### src/rtl/lsr_pkg.sv
package lsr_pkg;

    typedef enum logic [1:0] {
        ST_IDLE      = 2'd0,
        ST_WAIT_ACK  = 2'd1,
        ST_FAIL_DONE = 2'd2,
        ST_PASS_DONE = 2'd3
    } ctl_state_e;

    typedef struct packed {
        logic vld;
        logic load;
        logic store;
        logic rsv;
        logic last;
    } req_flags_t;

endpackage

### src/rtl/lsr_req_stage.sv
module lsr_req_stage
    import lsr_pkg::*;
#(
    parameter int ADDR_W = 64
) (
    input  logic              clk,
    input  logic              rst_n,
    input  req_flags_t        in_flags,
    input  logic [ADDR_W-1:0] in_addr,
    output req_flags_t        st_flags,
    output logic [ADDR_W-1:0] st_addr
);

    always_ff @(posedge clk or negedge rst_n) begin
        if (!rst_n) begin
            st_flags <= '0;
            st_addr  <= '0;
        end else begin
            st_flags <= in_flags;
            if (in_flags.vld) begin
                st_addr <= in_addr;
            end
        end
    end

endmodule

### src/rtl/lsr_rsv_track.sv
module lsr_rsv_track
    import lsr_pkg::*;
#(
    parameter int ADDR_W     = 64,
    parameter int LINE_OFF_W = 6
) (
    input  logic              clk,
    input  logic              rst_n,
    input  req_flags_t        st_flags,
    input  logic [ADDR_W-1:0] st_addr,
    output logic              set_req,
    output logic              clr_req,
    output logic              cancel,
    output logic              rsv_valid
);

    localparam logic [ADDR_W-1:0] LINE_MASK = ~((ADDR_W'(1) << LINE_OFF_W) - ADDR_W'(1));

    logic [ADDR_W-1:0] rsv_line_q;
    logic [ADDR_W-1:0] st_line;
    logic              is_lr;
    logic              is_sc;
    logic              line_hit;

    always_comb begin
        st_line  = st_addr & LINE_MASK;
        is_lr    = st_flags.vld & st_flags.load & st_flags.rsv;
        is_sc    = st_flags.vld & st_flags.store & st_flags.rsv;
        line_hit = (st_line == rsv_line_q);
        set_req  = is_lr & st_flags.last;
        clr_req  = is_sc & st_flags.last;
        cancel   = is_sc & (~rsv_valid | ~line_hit);
    end

    always_ff @(posedge clk or negedge rst_n) begin
        if (!rst_n) begin
            rsv_valid  <= 1'b0;
            rsv_line_q <= '0;
        end else if (clr_req) begin
            rsv_valid <= 1'b0;
        end else if (set_req) begin
            rsv_valid  <= 1'b1;
            rsv_line_q <= st_line;
        end
    end

endmodule

### src/rtl/lsr_cmpl_fsm.sv
module lsr_cmpl_fsm
    import lsr_pkg::*;
(
    input  logic clk,
    input  logic rst_n,
    input  logic stage_store,
    input  logic cancel,
    input  logic store_ack,
    output logic store_go,
    output logic done_valid,
    output logic store_done
);

    ctl_state_e state_q;
    ctl_state_e state_d;

    always_comb begin
        state_d = state_q;
        unique case (state_q)
            ST_IDLE: begin
                if (stage_store) begin
                    state_d = cancel ? ST_FAIL_DONE : ST_WAIT_ACK;
                end
            end
            ST_WAIT_ACK: begin
                if (store_ack) begin
                    state_d = ST_PASS_DONE;
                end
            end
            ST_FAIL_DONE: state_d = ST_IDLE;
            ST_PASS_DONE: state_d = ST_IDLE;
            default:      state_d = ST_IDLE;
        endcase
    end

    always_ff @(posedge clk or negedge rst_n) begin
        if (!rst_n) begin
            state_q <= ST_IDLE;
        end else begin
            state_q <= state_d;
        end
    end

    always_comb begin
        store_go   = 1'b0;
        done_valid = 1'b0;
        store_done = 1'b1;
        unique case (state_q)
            ST_IDLE:      store_go = stage_store & ~cancel;
            ST_WAIT_ACK:  store_go = 1'b0;
            ST_FAIL_DONE: begin
                done_valid = 1'b1;
                store_done = 1'b0;
            end
            ST_PASS_DONE: done_valid = 1'b1;
            default:      store_go = 1'b0;
        endcase
    end

endmodule

### src/rtl/lsr_tracker.sv
module lsr_tracker
    import lsr_pkg::*;
#(
    parameter int ADDR_W     = 64,
    parameter int LINE_BYTES = 64
) (
    input  logic              clk,
    input  logic              rst_n,
    input  logic              req_valid,
    input  logic              req_load,
    input  logic              req_store,
    input  logic              req_rsv,
    input  logic              req_last,
    input  logic [ADDR_W-1:0] req_addr,
    input  logic              store_ack,
    output logic              store_go,
    output logic              done_valid,
    output logic              store_done
);

    localparam int LINE_OFF_W = $clog2(LINE_BYTES);

    req_flags_t        in_flags;
    req_flags_t        st_flags;
    logic [ADDR_W-1:0] st_addr;
    logic              set_req;
    logic              clr_req;
    logic              cancel;
    logic              rsv_valid;
    logic              stage_store;

    always_comb begin
        in_flags.vld   = req_valid;
        in_flags.load  = req_valid & req_load;
        in_flags.store = req_valid & req_store;
        in_flags.rsv   = req_valid & req_rsv;
        in_flags.last  = req_valid & req_last;
        stage_store    = st_flags.vld & st_flags.store;
    end

    lsr_req_stage #(.ADDR_W(ADDR_W)) u_stage (
        .clk      (clk),
        .rst_n    (rst_n),
        .in_flags (in_flags),
        .in_addr  (req_addr),
        .st_flags (st_flags),
        .st_addr  (st_addr)
    );

    lsr_rsv_track #(.ADDR_W(ADDR_W), .LINE_OFF_W(LINE_OFF_W)) u_rsv (
        .clk       (clk),
        .rst_n     (rst_n),
        .st_flags  (st_flags),
        .st_addr   (st_addr),
        .set_req   (set_req),
        .clr_req   (clr_req),
        .cancel    (cancel),
        .rsv_valid (rsv_valid)
    );

    lsr_cmpl_fsm u_fsm (
        .clk         (clk),
        .rst_n       (rst_n),
        .stage_store (stage_store),
        .cancel      (cancel),
        .store_ack   (store_ack),
        .store_go    (store_go),
        .done_valid  (done_valid),
        .store_done  (store_done)
    );

endmodule

### config.mk
export PLATFORM = sky130hd
export DESIGN_NAME = lsr_tracker
export DESIGN_NICKNAME = d
export VERILOG_FILES = /design/src/rtl/lsr_pkg.sv /design/src/rtl/lsr_req_stage.sv /design/src/rtl/lsr_rsv_track.sv /design/src/rtl/lsr_cmpl_fsm.sv /design/src/rtl/lsr_tracker.sv
export SDC_FILE = /design/constraint.sdc
export NUM_CORES = 1
export LEC_CHECK = 0
export ABC_AREA = 1
export BUFFER_PORTS_ARGS = -buffer_cell sky130_fd_sc_hd__buf_2
export CORE_MARGIN = 1.5
export CORE_UTILIZATION = 45
export DETAILED_ROUTE_END_ITERATION = 16
export MAX_ROUTING_LAYER = met4
export REMOVE_ABC_BUFFERS = 1
export SYNTH_ARGS = -nofsm -noshare
export SYNTH_HDL_FRONTEND = slang
export SYNTH_SLANG_ARGS = --single-unit
### constraint.sdc
create_clock -name clk -period 1.6 [get_ports clk]
set_input_delay 0.32 -clock clk [delete_from_list [all_inputs] [get_ports clk]]
set_output_delay 0.32 -clock clk [all_outputs]
set_load 0.01 [all_outputs]
# --- Yosys cells after proc, flatten, opt, wreduce, memory -nomap -nowiden ---
# Index checks and enable logic that the tools add are counted.
totals:
  ff_bits: 130
  out_inout_bits: 3
  input_bits: 72
op_classes:
  bitwise: 17
  reduce_logical: 5
  muxes: 9
  eq_ne: 6
ops:
  columns: ["operator", "count"]
  rows:
  - ["== test 58 bit", 1]
  - ["bitwise AND 1 bit", 12]
  - ["2-to-1 mux 2 bit", 3]
  - ["case mux 2 bit (3 select lines)", 1]
  - ["2-to-1 mux 1 bit", 5]
  - ["== test 2 bit, second input constant", 2]
  - ["NOT 1 bit", 4]
  - ["AND reduction 2 bit", 2]
  - ["== test 2 x 1 -> 1 bit, second input constant", 1]
  - ["zero test 2 bit", 1]
  - ["!= test 2 x 1 -> 1 bit, second input constant", 1]
  - ["!= test 2 bit, second input constant", 1]
  - ["nonzero test 2 bit", 1]
  - ["OR reduction 2 bit", 1]
  - ["bitwise OR 1 bit", 1]

# --- Longest topological paths before layout ---
logic_depth:
  ltp_word: 7
  depth_mapped: 12
  mapped_depth_nobuf: 12

# --- Cells and area by module ---
# A second synthesis with hierarchy kept.
hier_totals:
  hier_cells: 791
  area_unflattened_um2: 6017.0
modules_own_cells:
  columns: ["module", "cells_each", "instances", "area_per_inst_um2"]
  rows:
  - ["lsr_rsv_track", 489, 1, 3298.2]
  - ["lsr_req_stage", 275, 1, 2571.2]
  - ["lsr_cmpl_fsm", 17, 1, 110.1]
  - ["lsr_tracker", 10, 1, 37.5]

# --- Worst setup path after synthesis ---
# No wires, ideal clock.
synth_path:
  kind: "reg-to-output"
  startpoint: "register u_rsv.rsv_line_q[41]"
  endpoint: "output store_go"
  stages_incl_launch_ff: 12
  setup_slack_ns: 0.121
  path_buffers: 0
  arrival_ns: 1.159
  t_required_ns: 1.280
  path_cell_list: "dfrtp_1 nand2_1 nand2_1 nor2_1 nand2_1 nor2_1 nand2_1 nor2_1 nand2_1 nand2_1 nand2_1 nor2_1"
synth_via:
  elab_chain_len: 7
synth_lines:
  columns: ["item", "line_no", "text"]
  rows:
  - ["from (decl)", "lsr_rsv_track.sv:19", "logic [ADDR_W-1:0] rsv_line_q;"]
  - ["from (signal assigned)", "lsr_rsv_track.sv:43", "rsv_line_q <= st_line;"]
  - ["== test 58 bit", "lsr_rsv_track.sv:29", "line_hit = (st_line == rsv_line_q);"]
  - ["NOT 1 bit", "lsr_rsv_track.sv:32", "cancel = is_sc & (~rsv_valid | ~line_hit);"]
  - ["bitwise OR 1 bit", "lsr_rsv_track.sv:32", null]
  - ["bitwise AND 1 bit", "lsr_rsv_track.sv:32", null]
  - ["NOT 1 bit", "lsr_cmpl_fsm.sv:49", "ST_IDLE: store_go = stage_store & ~cancel;"]
  - ["bitwise AND 1 bit", "lsr_cmpl_fsm.sv:49", null]
  - ["2-to-1 mux 1 bit", "lsr_cmpl_fsm.sv:48", "unique case (state_q)"]
  - ["to (decl)", "lsr_tracker.sv:16", "output logic store_go,"]
# No other way between the ends.

# --- Worst setup path in the final report ---
layout_path:
  startpoint: "register u_stage.st_addr[9]"
  endpoint: "output store_go"
layout_via:
  elab_chain_len: 7
layout_lines:
  columns: ["item", "line_no", "text"]
  rows:
  - ["from (decl)", "lsr_req_stage.sv:11", "output logic [ADDR_W-1:0] st_addr"]
  - ["from (signal assigned)", "lsr_req_stage.sv:21", "st_addr <= in_addr;"]
  - ["== test 58 bit", "lsr_rsv_track.sv:29", null]
  - ["NOT 1 bit", "lsr_rsv_track.sv:32", null]
  - ["bitwise OR 1 bit", "lsr_rsv_track.sv:32", null]
  - ["bitwise AND 1 bit", "lsr_rsv_track.sv:32", null]
  - ["NOT 1 bit", "lsr_cmpl_fsm.sv:49", null]
  - ["bitwise AND 1 bit", "lsr_cmpl_fsm.sv:49", null]
  - ["2-to-1 mux 1 bit", "lsr_cmpl_fsm.sv:48", null]
# No other way between the ends.

==> results summary <==
The post-synthesis cell count is 713. The sequential cell area fraction in the yosys report is 0.556. The final reports fail on negative setup slack. Final hold analysis gives a worst-case slack of 0.0981 ns. The largest net degree at the start of global routing came out at 38. The number of antenna violations at the first check in global routing came out at 0.

The standby leakage power is 3.73 nW. By area the synthesized netlist is led by sky130_fd_sc_hd__dfrtp_1 (56%), sky130_fd_sc_hd__nand2_1 (18%), sky130_fd_sc_hd__o21ai_0 (7.6%). The wire length after detailed routing came out at 11,600 um. The type of element capturing the critical path is an output port. The count of max-cap constraint violations came out at 0. The worst-path maximum fanout came out at 3. The number of detailed-route iterations in the first pass is 4. The path with the worst hold slack has its endpoint at u_stage.st_flags[3].

In this run the critical register-to-register path is launched from u_stage.st_addr[9]. The total clock buffers created by CTS came out at 17. In the final routed layout, each cell accounts on average for 11.4 um.

The summed negative setup slack over all endpoints is -0.593 ns. Between clock sinks in the finished design, the worst skew comes to 0.00413 ns. The final clock period utilization by the worst path is 1.37. The post-detailed-placement cell area is 6520 um2. The worst-margin pin slew came out at 0.422 ns. The initial cell density of the core is 0.463. The total number of vias came out at 4,566. The overflow left after global routing came out at 0.

The global-route met1 utilization came out at 0.248. The post-layout net count is 905. Static timing analysis puts the maximum clock frequency at 0.456 GHz. The final critical-path setup slack is -0.593 ns. The via count of the first global-routing pass came to 4,457.

The count of endpoints failing hold in the final timing report is 0. The routing usage on met2 came out at 0.321. The repair_antennas step left the layout with diodes totalling 0.

The setup path with the least slack is of type flip-flop to output port. The min-delay analysis places its worst path in the category input pin to flip-flop. The commonest cells after synthesis are sky130_fd_sc_hd__nand2_1 (274), sky130_fd_sc_hd__dfrtp_1 (124), sky130_fd_sc_hd__inv_1 (107). The part of the power in registers is 0.412. The post-detailed-route DRC marker count is 0.

Yosys instantiated no cell more often than sky130_fd_sc_hd__nand2_1. STA puts the critical path data required time at 1.28 ns. The headroom to the max-slew limit is 0.719. The number of different library cells in the post-synthesis netlist came out at 18. The slack of the worst reg-to-reg path is 0.12 ns. The clock latency on the worst-skew pair came out at 0.41 ns. The dominant synthesized flop cell is sky130_fd_sc_hd__dfrtp_1. The post-route minimum period came out at 2.19 ns. The run finished, with violations left.

In this run the power density over the cells is 1230 nW/um2. The total number of H-tree levels is 4. The global-route usage over all layers is 0.199. The post-CTS clock slew at the launch and capture registers of the worst setup and hold paths came out at 0.05 ns.

The post-synthesis average cell area came out at 7.83 um2. The endpoint identified for the worst register-to-register timing path is u_fsm.state_q[1]. The first global-routing pass estimated 19,700 um of wire. The maximum buffer depth of the clock tree came out at 2.

Of all flip-flops after synthesis, the portion carrying an async set or reset was 1.00. The mean number of vias per cell is 4.50. The worst reg2reg path depth is 12.

The arrival time reported for the critical path endpoint came out at 1.87 ns. The relative area change from synthesis to final layout is 29.3%. The instance count after placement with tap cells included is 977.

The net switching component of the power came out at 2.12 mW. The overall power is 8.90 mW. The cell count of the worst hold path is 3. The number of max-slew violations in the final report is 0. The final cell area excluding filler cells is 7220 um2.

From bottom edge to top edge, the die measures 114 um. The count of final setup violators is 1. sky130_fd_sc_hd__dfrtp_1 takes more of the synthesized area than any other cell. Of the total power, the clock network draws 0.456.

The fraction of final layout cells sized beyond drive strength 1 came out at 0.200. Excluding fillers, the count of instances in the completed layout stands at 1,014. The final RePlAce weighted congestion is 0.784. The number of placement rows came out at 40.

The number of buffers added on ports came out at 68. The clock net sink count is 124. The synthesized area came out at 5580 um2. The switching part of the total is 0.238. The start point of the worst min-delay path is req_load. The tree is rooted in a sky130_fd_sc_hd__clkbuf_16. Measured on the finished design, the core utilization comes to 0.599. After floorplanning, the core was sized to cover 12,100 um2.

The number of inserted filler cells in the final layout is 1,105. The initial detailed-routing violation count came out at 269. The share of total power dissipated in combinational logic is 0.132. After synthesis the netlist holds a flip-flop and latch count of 124. In this run the remaining antenna-violating nets after routing total 0. The share of synthesized area in the top cell type comes to 0.556.

The area enclosed by the die boundary came out at 13,100 um2. The clock tree from TritonCTS is yes. The layer flagged by global routing as most heavily used is met2.

The total internal power is 6.78 mW. After legalization and detailed placement, the total HPWL measured 8080 um. Measured along the x axis, the die boundary spans 114 um. The met3 track utilization from global routing came out at 0.0386. For this design the top-level I/O count stands at 75. Setup repair after global routing could not meet its margin everywhere.

The worst setup slack before clock tree synthesis is -0.225 ns. Yosys printed 0 warnings. In this run, synthesis inferred 0 flip-flops with an integrated enable. The worst setup path is launched from a flip-flop.

The worst voltage drop across the vdd grid came out at 704 uV.
-- registers in the layout, indices dropped and copies added (netlist names) --
| name | cells |
|---|---|
| u_rsv.rsv_line_q | 58 |
| u_stage.st_addr | 58 |
| u_stage.st_flags | 5 |
| u_fsm.state_q | 2 |
| u_rsv.rsv_valid | 1 |
-- layout make-up --
class / count / area [um2] / area share
multi-input combinational: 455 / 1950 / 0.270
inverter: 107 / 402 / 0.0556
timing repair buffer: 128 / 911 / 0.126
clock buffer: 27 / 543 / 0.0752
tap: 168 / 210 / 0.0291
sequential: 124 / 3100 / 0.430
clock inverter: 5 / 100 / 0.0139
-- cell usage in the layout, fill, tap and decap left out --
cell type	instances
sky130_fd_sc_hd__nand2_1	272
sky130_fd_sc_hd__dfrtp_1	124
sky130_fd_sc_hd__inv_1	104
sky130_fd_sc_hd__o21ai_0	80
sky130_fd_sc_hd__buf_2	66
sky130_fd_sc_hd__buf_4	52
sky130_fd_sc_hd__o21ai_1	45
sky130_fd_sc_hd__nor2_1	34
sky130_fd_sc_hd__clkbuf_16	17
sky130_fd_sc_hd__buf_12	9
sky130_fd_sc_hd__xnor2_1	8
sky130_fd_sc_hd__clkbuf_8	8
sky130_fd_sc_hd__nor2_2	5
sky130_fd_sc_hd__inv_2	3
sky130_fd_sc_hd__bufinv_16	3
sky130_fd_sc_hd__nand2_2	2
sky130_fd_sc_hd__a21oi_1	2
sky130_fd_sc_hd__clkinv_2	2
sky130_fd_sc_hd__clkbuf_1	2
sky130_fd_sc_hd__xor2_1	1
sky130_fd_sc_hd__nand3_2	1
sky130_fd_sc_hd__nand3_1	1
sky130_fd_sc_hd__nand4_1	1
sky130_fd_sc_hd__or2_4	1
sky130_fd_sc_hd__a22oi_1	1
sky130_fd_sc_hd__o31ai_1	1
sky130_fd_sc_hd__dlygate4sd3_1	1
-- power by group through the flow --
stage / combinational, mW / clock [mW] / sequential, mW
after floorplan: 0.629 / 0 / 3.67
after global placement: 1.13 / 0 / 3.69
after detailed placement: 1.16 / 0 / 3.71
after CTS: 1.19 / 4.15 / 3.67
after global routing: 1.37 / 4.29 / 3.71
final: 1.17 / 4.06 / 3.67
-- worst max-delay path by stage --
stage	from	end	slack [ns]
2_1_floorplan	u_stage.st_flags[4]	u_rsv.rsv_line_q[10]	-1.06
3_3_place_gp	u_rsv.rsv_line_q[12]	store_go	-0.19
3_5_place_dp	u_rsv.rsv_line_q[51]	store_go	-0.22
4_1_cts	u_stage.st_addr[9]	store_go	-0.60
5_1_grt	u_rsv.rsv_line_q[46]	store_go	-0.72
6_report	u_stage.st_addr[9]	store_go	-0.59
-- repair_timing --
action,4_1_cts,5_1_grt
endpoints found under the setup margin,1,2
buffers inserted,3,1
hold endpoints to repair,25,0
gates resized for setup,11,5
pin swaps,12,2
hold buffers,1,0
-- critical path, stage by stage (launching register included) --
cell and delay, ns:
sky130_fd_sc_hd__dfrtp_1 0.35, sky130_fd_sc_hd__inv_2 0.05, sky130_fd_sc_hd__nand2_1 0.06, sky130_fd_sc_hd__o21ai_1 0.06, sky130_fd_sc_hd__nor2_1 0.14, sky130_fd_sc_hd__nand2_1 0.07
sky130_fd_sc_hd__nor2_1 0.12, sky130_fd_sc_hd__nand2_1 0.08, sky130_fd_sc_hd__nor2_2 0.13, sky130_fd_sc_hd__nand2_2 0.09, sky130_fd_sc_hd__nand2_2 0.06, sky130_fd_sc_hd__nand2_1 0.05
sky130_fd_sc_hd__nor2_1 0.07, sky130_fd_sc_hd__buf_2 0.13
-- metal layers --
layer | part of all wire | wire [um]
met4 | 0.018 | 213
met3 | 0.028 | 328
met5 | 0 | 0
met2 | 0.49 | 5640
met1 | 0.47 | 5370
-- cells by family after synthesis --
| logic type | Yosys count | share of synthesized area |
|---|---|---|
| buffers and inverters | 134 | 0.0993 |
| AO/OA/AOI/OAI | 129 | 0.117 |
| flip-flops | 124 | 0.556 |
| AND/OR/NAND/NOR | 317 | 0.214 |
| XOR/XNOR | 9 | 0.0141 |
(Power assumes the default switching activity.)
